--- src/rtl/xlate_pkg.sv ---
package xlate_pkg;

    typedef enum logic [0:0] {
        ST_READY = 1'b0,
        ST_STALL = 1'b1
    } xb_state_e;

endpackage

--- src/rtl/xlate_cam.sv ---
module xlate_cam #(
    parameter int ENTRIES = 16,
    parameter int VPN_W   = 20,
    parameter int PFN_W   = 20,
    localparam int IDX_W  = $clog2(ENTRIES)
) (
    input  logic               clk,
    input  logic               rst_n,
    input  logic               flush,
    input  logic               wr_en,
    input  logic [IDX_W-1:0]   wr_idx,
    input  logic [VPN_W-1:0]   wr_vpn,
    input  logic [PFN_W-1:0]   wr_pfn,
    input  logic [VPN_W-1:0]   lk_vpn,
    output logic [ENTRIES-1:0] valid_vec,
    output logic [ENTRIES-1:0] lk_match,
    output logic [ENTRIES-1:0] wr_match,
    output logic               hit,
    output logic [PFN_W-1:0]   hit_pfn
);

    logic [VPN_W-1:0] vpn_q [ENTRIES];
    logic [PFN_W-1:0] pfn_q [ENTRIES];

    for (genvar i = 0; i < ENTRIES; i++) begin : g_slot
        always_ff @(posedge clk or negedge rst_n) begin
            if (!rst_n) begin
                valid_vec[i] <= 1'b0;
                vpn_q[i]     <= '0;
                pfn_q[i]     <= '0;
            end else if (flush) begin
                valid_vec[i] <= 1'b0;
            end else if (wr_en && (wr_idx == IDX_W'(i))) begin
                valid_vec[i] <= 1'b1;
                vpn_q[i]     <= wr_vpn;
                pfn_q[i]     <= wr_pfn;
            end
        end

        assign lk_match[i] = valid_vec[i] && (vpn_q[i] == lk_vpn);
        assign wr_match[i] = valid_vec[i] && (vpn_q[i] == wr_vpn);
    end

    always_comb begin
        hit_pfn = '0;
        for (int i = 0; i < ENTRIES; i++) begin
            if (lk_match[i]) hit_pfn = hit_pfn | pfn_q[i];
        end
    end

    assign hit = |lk_match;

    // a resident page must never occupy two slots
    p_single_match_r4: assert property (@(posedge clk) disable iff (!rst_n)
        $onehot0(lk_match));

    // flush empties the table in one cycle
    p_flush_empties_r9: assert property (@(posedge clk) disable iff (!rst_n)
        flush |=> (valid_vec == '0));

endmodule

--- src/rtl/xlate_victim.sv ---
module xlate_victim #(
    parameter int ENTRIES = 16,
    localparam int IDX_W  = $clog2(ENTRIES)
) (
    input  logic               clk,
    input  logic               rst_n,
    input  logic               fill_go,
    input  logic [ENTRIES-1:0] valid_vec,
    input  logic [ENTRIES-1:0] dup_vec,
    output logic [IDX_W-1:0]   slot
);

    logic [IDX_W-1:0] ptr_q;
    logic [IDX_W-1:0] free_idx;
    logic [IDX_W-1:0] dup_idx;
    logic             have_free;
    logic             have_dup;

    always_comb begin
        free_idx  = '0;
        have_free = 1'b0;
        dup_idx   = '0;
        have_dup  = 1'b0;
        for (int i = ENTRIES - 1; i >= 0; i--) begin
            if (!valid_vec[i]) begin
                free_idx  = IDX_W'(i);
                have_free = 1'b1;
            end
            if (dup_vec[i]) begin
                dup_idx  = IDX_W'(i);
                have_dup = 1'b1;
            end
        end
    end

    always_comb begin
        if (have_dup)       slot = dup_idx;
        else if (have_free) slot = free_idx;
        else                slot = ptr_q;
    end

    always_ff @(posedge clk or negedge rst_n) begin
        if (!rst_n) begin
            ptr_q <= '0;
        end else if (fill_go) begin
            ptr_q <= (ptr_q == IDX_W'(ENTRIES - 1)) ? '0 : ptr_q + 1'b1;
        end
    end

    // a new page lands in a free slot while one exists
    p_free_slot_used_r5: assert property (@(posedge clk) disable iff (!rst_n)
        (fill_go && !(|dup_vec) && !(&valid_vec)) |-> !valid_vec[slot]);

    // a resident page is rewritten in place
    p_dup_in_place_r7: assert property (@(posedge clk) disable iff (!rst_n)
        (fill_go && (|dup_vec)) |-> dup_vec[slot]);

endmodule

--- src/rtl/xlate_ctrl.sv ---
module xlate_ctrl
    import xlate_pkg::*;
#(
    parameter int PFN_W  = 20,
    parameter int OFF_W  = 12,
    localparam int PA_W  = PFN_W + OFF_W
) (
    input  logic             clk,
    input  logic             rst_n,
    input  logic             lk_req,
    input  logic [OFF_W-1:0] lk_off,
    input  logic             hit,
    input  logic [PFN_W-1:0] hit_pfn,
    input  logic             fill_go,
    output logic             lk_ready,
    output logic             rsp_valid,
    output logic             rsp_miss,
    output logic [PA_W-1:0]  rsp_paddr
);

    xb_state_e state_q, state_d;
    logic      accept;

    assign lk_ready = (state_q == ST_READY);
    assign accept   = lk_req && lk_ready;

    always_comb begin
        state_d = state_q;
        unique case (state_q)
            ST_READY: if (accept && !hit) state_d = ST_STALL;  // T_MISS
            ST_STALL: if (fill_go)        state_d = ST_READY;  // T_REFILL
            default:                      state_d = ST_READY;
        endcase
    end

    always_ff @(posedge clk or negedge rst_n) begin
        if (!rst_n) state_q <= ST_READY;
        else        state_q <= state_d;
    end

    always_ff @(posedge clk or negedge rst_n) begin
        if (!rst_n) begin
            rsp_valid <= 1'b0;
            rsp_miss  <= 1'b0;
            rsp_paddr <= '0;
        end else begin
            rsp_valid <= accept;
            rsp_miss  <= accept && !hit;
            rsp_paddr <= (accept && hit) ? {hit_pfn, lk_off} : '0;
        end
    end

    // a miss response coincides with the stall
    p_miss_stalls_r3: assert property (@(posedge clk) disable iff (!rst_n)
        (rsp_valid && rsp_miss) |-> !lk_ready);

    // a request refused while stalled yields no response
    p_stall_silent_r10: assert property (@(posedge clk) disable iff (!rst_n)
        !lk_ready |=> !rsp_valid);

    // each response answers an accepted request one cycle earlier
    p_resp_latency_r2: assert property (@(posedge clk) disable iff (!rst_n)
        rsp_valid |-> $past(lk_req && lk_ready));

endmodule

--- src/rtl/xlate_buffer.sv ---
module xlate_buffer #(
    parameter int VA_W    = 32,
    parameter int OFF_W   = 12,
    parameter int PFN_W   = 20,
    parameter int ENTRIES = 16,
    localparam int VPN_W  = VA_W - OFF_W,
    localparam int PA_W   = PFN_W + OFF_W,
    localparam int IDX_W  = $clog2(ENTRIES)
) (
    input  logic             clk,
    input  logic             rst_n,
    input  logic             lk_req,
    input  logic [VA_W-1:0]  lk_vaddr,
    output logic             lk_ready,
    output logic             rsp_valid,
    output logic [PA_W-1:0]  rsp_paddr,
    output logic             rsp_miss_exc,
    input  logic             fill_en,
    input  logic [VPN_W-1:0] fill_vpn,
    input  logic [PFN_W-1:0] fill_pfn,
    input  logic             flush_all
);

    logic [ENTRIES-1:0] valid_vec;
    logic [ENTRIES-1:0] lk_match;
    logic [ENTRIES-1:0] wr_match;
    logic               hit;
    logic [PFN_W-1:0]   hit_pfn;
    logic [IDX_W-1:0]   wr_idx;
    logic               fill_go;

    assign fill_go = fill_en && !flush_all;

    xlate_cam #(
        .ENTRIES (ENTRIES),
        .VPN_W   (VPN_W),
        .PFN_W   (PFN_W)
    ) u_cam (
        .clk       (clk),
        .rst_n     (rst_n),
        .flush     (flush_all),
        .wr_en     (fill_go),
        .wr_idx    (wr_idx),
        .wr_vpn    (fill_vpn),
        .wr_pfn    (fill_pfn),
        .lk_vpn    (lk_vaddr[VA_W-1:OFF_W]),
        .valid_vec (valid_vec),
        .lk_match  (lk_match),
        .wr_match  (wr_match),
        .hit       (hit),
        .hit_pfn   (hit_pfn)
    );

    xlate_victim #(
        .ENTRIES (ENTRIES)
    ) u_victim (
        .clk       (clk),
        .rst_n     (rst_n),
        .fill_go   (fill_go),
        .valid_vec (valid_vec),
        .dup_vec   (wr_match),
        .slot      (wr_idx)
    );

    xlate_ctrl #(
        .PFN_W (PFN_W),
        .OFF_W (OFF_W)
    ) u_ctrl (
        .clk       (clk),
        .rst_n     (rst_n),
        .lk_req    (lk_req),
        .lk_off    (lk_vaddr[OFF_W-1:0]),
        .hit       (hit),
        .hit_pfn   (hit_pfn),
        .fill_go   (fill_go),
        .lk_ready  (lk_ready),
        .rsp_valid (rsp_valid),
        .rsp_miss  (rsp_miss_exc),
        .rsp_paddr (rsp_paddr)
    );

    // the page offset passes through untranslated
    p_offset_pass_r2: assert property (@(posedge clk) disable iff (!rst_n)
        (rsp_valid && !rsp_miss_exc) |-> (rsp_paddr[OFF_W-1:0] == $past(lk_vaddr[OFF_W-1:0])));

    // a miss carries no address
    p_miss_zero_r3: assert property (@(posedge clk) disable iff (!rst_n)
        (rsp_valid && rsp_miss_exc) |-> (rsp_paddr == '0));

endmodule

--- config.mk ---
export PLATFORM = sky130hd
export DESIGN_NAME = xlate_buffer
export DESIGN_NICKNAME = d
export VERILOG_FILES = /design/src/rtl/xlate_pkg.sv /design/src/rtl/xlate_cam.sv /design/src/rtl/xlate_victim.sv /design/src/rtl/xlate_ctrl.sv /design/src/rtl/xlate_buffer.sv
export SDC_FILE = /design/constraint.sdc
export NUM_CORES = 2
export LEC_CHECK = 0
export BUFFER_PORTS_ARGS = -buffer_cell sky130_fd_sc_hd__buf_2
export CAP_MARGIN = 20
export CORE_AREA = 2 2 274 276
export DETAILED_ROUTE_END_ITERATION = 8
export DIE_AREA = 0 0 276 278
export PLACE_DENSITY = 0.65
export SLEW_MARGIN = 20
export SYNTH_ARGS = -nofsm -noshare
export SYNTH_HDL_FRONTEND = slang
export SYNTH_HIERARCHICAL = 1
export SYNTH_SLANG_ARGS = --single-unit
export TNS_END_PERCENT = 10
--- constraint.sdc ---
create_clock -name clk -period 4.4 [get_ports clk]
set_clock_uncertainty 0.05 [all_clocks]
set_input_delay 0.44 -clock clk [delete_from_list [all_inputs] [get_ports clk]]
set_output_delay 0.44 -clock clk [all_outputs]
set_load 0.03 [all_outputs]
======== Word-level counts from Yosys, hierarchy flattened ========
Cells that the tools add are included.
storage, ports and cells
  register bits ........................... 695
  bits of input ports ..................... 77
  word-level logic and storage cells ...... 326
operators by class
  add/subtract/negate cells ............... 1
  eq/ne operators ......................... 48
  muxes and demuxes ....................... 119
  bitwise gates (word level) .............. 17
  reduce and logical (&&, ||, !) cells .... 88
operators with widths
  cell                                                  count
  equality test 20 bit                                  32
  2-to-1 mux 20 bit                                     16
  bitwise OR 20 bit                                     15
  2-to-1 mux 4 bit                                      35
  2-to-1 mux 1 bit                                      66
  logical AND 1 bit                                     52
  equality test 4 bit (second input constant)           9
  2-to-1 mux 32 bit                                     1
  AND reduction 2 bit                                   16
  nonzero test 2 bit                                    16
  equality test 4 x 3 -> 1 bit (second input constant)  4
  OR reduction 16 bit                                   1
  equality test 4 x 2 -> 1 bit (second input constant)  2
  adder 4 x 1 -> 4 bit (second input constant)          1
  equality test 4 x 1 -> 1 bit (second input constant)  1
  logical NOT 4 bit                                     1
  logical NOT 1 bit                                     2
  inverter 1 bit                                        2
  case mux 1 bit (2 select lines)                       1

======== Longest topological paths before layout ========
  word-level depth ........................ 34
  mapped depth ............................ 16
  gate-level depth less buffers ........... 12

======== Cells and area by module ========
Netlist, hierarchy kept.
by module, submodules not included
  module        instances  cells each  area an instance (µm²)
  xlate_cam     1          2946        34769.6
  xlate_ctrl    1          75          1202.4
  xlate_victim  1          90          590.6
  xlate_buffer  1          1           13.8

======== Least setup slack after synthesis ========
Ideal clock, no wire load.
  path kind ............................... input to register
  from .................................... in fill_vpn[18]
  to ...................................... reg u_cam/pfn_q[40] (netlist name)
  arrival time ............................ 3997 ps
  data required time ...................... 4225 ps
  setup slack ............................. 228 ps
  stages on the path ...................... 16
  path buffers ............................ 5
  path through ............................ clkbuf_1 -> clkbuf_1 -> clkbuf_1 -> xnor2_1 -> nand4_1 -> nor4_1 -> nor4_1 -> and3_1 -> a221o_1 -> a21oi_1 -> o32ai_1 -> nor2b_1 -> and2_1 -> clkbuf_1 -> buf_2 -> mux2_2
on the way
  elaborated cells on any way between the ends .. 68
RTL lines
  element                                                                    RTL line            text
  from (decl)                                                                xlate_buffer.sv:19  input logic [VPN_W-1:0] fill_vpn,
  equality test 20 bit *                                                     xlate_cam.sv:41     assign wr_match[i] = valid_vec[i] && (vpn_q[i] == wr_vpn);
  logical AND 1 bit *                                                        xlate_cam.sv:41
  via wr_match[11]                                                           xlate_buffer.sv:26  logic [ENTRIES-1:0] wr_match;
  2-to-1 mux 4 bit / 2-to-1 mux 1 bit (equally long branches) (12 in a row)  xlate_victim.sv:29  if (dup_vec[i]) begin
  2-to-1 mux 4 bit *                                                         xlate_victim.sv:37  if (have_dup) slot = dup_idx;
  via wr_idx[1]                                                              xlate_buffer.sv:29  logic [IDX_W-1:0] wr_idx;
  equality test 4 bit *                                                      xlate_cam.sv:33     end else if (wr_en && (wr_idx == IDX_W'(i))) begin
  logical AND 1 bit *                                                        xlate_cam.sv:33
  AND reduction 2 bit (no source line) *                                     --
  to (signal, indexed assignment)                                            xlate_cam.sv:36     pfn_q[i] <= wr_pfn;
  to (decl)                                                                  xlate_cam.sv:23     logic [PFN_W-1:0] pfn_q [ENTRIES];
Mark *: on every way through the listed nets, which the timed path passes. The rest lies on a longest branch.
A chain may end at the register's enable or synchronous reset.

======== Worst setup path after layout ========
  from .................................... reg u_cam/vpn_q[92] (netlist name)
  to ...................................... reg u_cam/pfn_q[182] (netlist name)
on the way
  word-level cells in the longest chain between the ends .. 18
  elaborated cells on any way between the ends .. 30
RTL lines
  element                                                                    RTL line            text
  from (decl)                                                                xlate_cam.sv:22     logic [VPN_W-1:0] vpn_q [ENTRIES];
  from (signal, indexed assignment)                                          xlate_cam.sv:35     vpn_q[i] <= wr_vpn;
  equality test 20 bit *                                                     xlate_cam.sv:41
  logical AND 1 bit *                                                        xlate_cam.sv:41
  via wr_match[11]                                                           xlate_buffer.sv:26
  2-to-1 mux 4 bit / 2-to-1 mux 1 bit (equally long branches) (12 in a row)  xlate_victim.sv:29
  2-to-1 mux 4 bit *                                                         xlate_victim.sv:37
  via wr_idx[1]                                                              xlate_buffer.sv:29
  equality test 4 x 3 -> 1 bit *                                             xlate_cam.sv:33
  logical AND 1 bit *                                                        xlate_cam.sv:33
  AND reduction 2 bit (no source line) *                                     --
Marks and branches as above.

==> flow_results.org <==
** GRT
- GR Util met3 :: 5.59%
- The number of global-route vias before repair was 27.4k.
- The first global-routing pass estimated 179 mm of wire.
- Global routing usage on met2 :: 49.5%
- Tot GR Track Use :: 31.1%
- The initial antenna violation count is 2.
- Met1 GRT Util :: 42.3%
- Summed over all layers, the global routing overflow is 0.
- Pin count of the biggest net entering global routing :: 115
- Global route hottest layer :: met2

** Clock network
- Number of buffers created by CTS :: 78
- Maximum level of the CTS H-tree :: 3
- The clock passes through at most 3 buffers.
- Clock tree root buffer cell :: sky130_fd_sc_hd__clkbuf_16
- After clock tree synthesis, the clock-pin slew on the worst setup and hold paths is 0.06 ns.
- Once the clock tree was built, the resizer swapped 0 gates to a different size.
- For this design, the sink count on the clock tree is 695.
- The clock reaches the later pin of the worst-skew pair after 0.65 ns.
- TritonCTS built the clock tree.

** Pwr
- For this design the ratio of total power to cell area is 354 nW/um^2.
- Worst voltage drop across the vdd grid :: 0.315 mV
- The completed layout was analyzed and its total power is 14,900 uW.
- Summed over all cells, the static leakage comes to 0.0200 uW.

** Logic synthesis
- After synthesis the cells add up to 36,500 sq um.
- Number of warning messages in the yosys log :: 6
- Gate count after technology mapping :: 3,103
- Synthesis produced a netlist with a net count of 3,181.
- Averaged over all synthesized cells, the footprint is 11.8 sq um.

** Flow run
- The tool flagged a number of max-cap violations equal to 0.

** Placement
- After legalization and detailed placement, the total HPWL measured 78.0 mm.
- Post-place instance area :: 39,400 sq um
- Routability-driven placement finished with a final weighted congestion of 0.888.
- The number of placed instances, taps included, is 4,097.
- Number of port buffers :: 111

** Final layout
- The post-route netlist has 32.0% of its cells at a drive strength greater than 1.
- Total inserted antenna cells :: 0
- Cell area after layout :: 42,100 sq um
- Layout Cells excl Fill :: 4,252
- Number of nets in the layout :: 3,301
- Compared with the post-synthesis result, the final layout area differs by 15.3%.

** Routing
- Number of DRC markers after the initial detailed-route iteration :: 2,611
- DRC violation count after routing :: 8
- Avg Vias per Cell :: 6.23
- WL/cell :: 28.1 um
- The pre-antenna-repair detailed-routing pass consisted of 9 iterations.
- Wire length after detailed routing :: 120 mm
- The detail route stage leaves a number of antenna-violating nets equal to 0.
- Via count :: 26.5k

** Timing
- Setup repair after global routing left no endpoint under its margin.
- Worst Hold Slack :: 0.0555 ns
- The worst path needs 3.97 ns of the cycle, external delays included.
- Transition time of the tightest slew-check pin :: 0.970 ns
- Max Clock Freq :: 252 MHz
- Slew HR :: 35.4%
- Setup violation total in the final timing report :: 0
- Dividing the final minimum period by the clock period gives 90.1%.
- Final-report hold violation count :: 0
- Total negative slack for setup checks :: 0 ns
- Number of pins with negative max-slew slack in the final report :: 0

** Worst setup path
- STA classifies the critical path startpoint as a register.
- Arrival time at the worst endpoint :: 4.44 ns
- The slowest stage of the critical path is the sky130_fd_sc_hd__dfrtp_1 cell.
- CP required :: 4.88 ns
- On the worst path, the slowest cell contributes a delay of 0.48 ns.
- Category of the worst setup path capture point :: register
- The critical path goes through xor2_1, nor4_1, nand4_1, nor4_1, buf_4, nor4_1, and3_1, a221o_1, a21oi_1, o32ai_1, nor2b_1, buf_4, nand2_2, buf_12, mux2_2.
- WS Path Type :: register to register
- Along the worst path, the maximum fanout reaches 15.
- Top cell by count, worst path :: sky130_fd_sc_hd__nor4_1

** Floorplan
- Measured along the x axis, the die boundary spans 276 um.
- Measured along the y axis, the die boundary spans 278 um.
- Area of the core :: 73,800 sq um
- In this run the count of I/O pins placed on the die edge is 112.
- Die ar. :: 76,700 sq um
- Cell row count :: 100
- Once the floorplan was initialized, standard cells occupied 49.5% of the core.

** Min path
- In this run the worst hold path is classified as input pin to register.

** Run status
- Violations in the final reports :: design-rule violations
- The run finished, with violations left.
-- sequential cells by signal, indices dropped and copies added (netlist names) --
name and count:
u_cam/pfn_q 320, u_cam/valid_vec 16, u_cam/vpn_q 320, u_ctrl/rsp_miss 1, u_ctrl/rsp_paddr 32, u_ctrl/rsp_valid 1
u_ctrl/state_q 1, u_victim/ptr_q 4
-- final timing paths --
kind                                       start               end  slack (ns)  cells past startpoint
max in group asynchronous                  rst_n   u_cam/pfn_q[45]        2.53                      4
worst max-delay path             u_cam/vpn_q[92]  u_cam/pfn_q[182]        0.43                     15
worst max register to register   u_cam/vpn_q[92]  u_cam/pfn_q[182]        0.43                     15
worst min register to register  u_cam/pfn_q[164]  u_cam/pfn_q[164]        0.44                      1
min in group asynchronous                  rst_n  u_cam/vpn_q[184]        0.26                      2
worst min-delay path                 fill_vpn[3]  u_cam/vpn_q[103]        0.06                      2
-- cells in the final DEF, fill, tap and decap left out, types with 21 or more instances in the layout --
master / n
sky130_fd_sc_hd__dfrtp_1: 695
sky130_fd_sc_hd__mux2_2: 544
sky130_fd_sc_hd__xnor2_1: 377
sky130_fd_sc_hd__nand3_1: 267
sky130_fd_sc_hd__xor2_1: 255
sky130_fd_sc_hd__nand4_1: 218
sky130_fd_sc_hd__buf_4: 135
sky130_fd_sc_hd__buf_2: 110
sky130_fd_sc_hd__mux2_1: 97
sky130_fd_sc_hd__clkbuf_16: 78
sky130_fd_sc_hd__nor4_1: 70
sky130_fd_sc_hd__buf_12: 63
sky130_fd_sc_hd__nand2_1: 32
sky130_fd_sc_hd__inv_1: 27
sky130_fd_sc_hd__or4_1: 24
sky130_fd_sc_hd__and2_4: 22
sky130_fd_sc_hd__o2111ai_1: 21
-- metal layers --
| layer | up-vias | share of wire, % |
|---|---|---|
| met5 | - | 0 |
| met4 | 0 | 3.9 |
| met2 | 1185 | 46 |
| li1 | 11200 | - |
| met3 | 286 | 7.4 |
| met1 | 13800 | 43 |
-- cell type report --
cell class / count / area (sq um)
clock buffer: 112 / 2240
clock inverter: 28 / 328
fill: 6080 / 31700
inverter: 30 / 113
multi-input combinational: 2094 / 17800
sequential: 695 / 17400
tap: 969 / 1210
timing repair buffer: 324 / 3010
-- report_power, final --
part	total [uW]	switching [uW]	internal [uW]
sequential	6870	221	6650
combinational	1530	898	637
clock	6520	2760	3760
total	14900	3880	11000
-- through the flow --
step | util, % | setup slack (ns)
CTS | 57.0 | 0.544
global route | 57.1 | 0.225
global placement | 53.4 | 0.0574
finish | 57.1 | 0.434
detailed placement | 53.4 | 0.0310
floorplan | - | 0.228
-- repair_timing --
action | 4_1_cts | 5_1_grt
setup buffers | 0 | 0
hold buffers | 14 | 0
hold endpoints to repair | 109 | 0
-- worst max-delay path: cells and delay by family (launching register included) --
kind                      cells  cell delay (ns)
and+or+nand+nor               7             1.52
AOI/OAI and AO/OA             3             0.61
buffers and inverters         3             0.58
DFF                           1             0.48
muxes                         1             0.36
xor gates and xnor gates      1             0.26
Note: power is estimated with default switching activity, not from simulation.
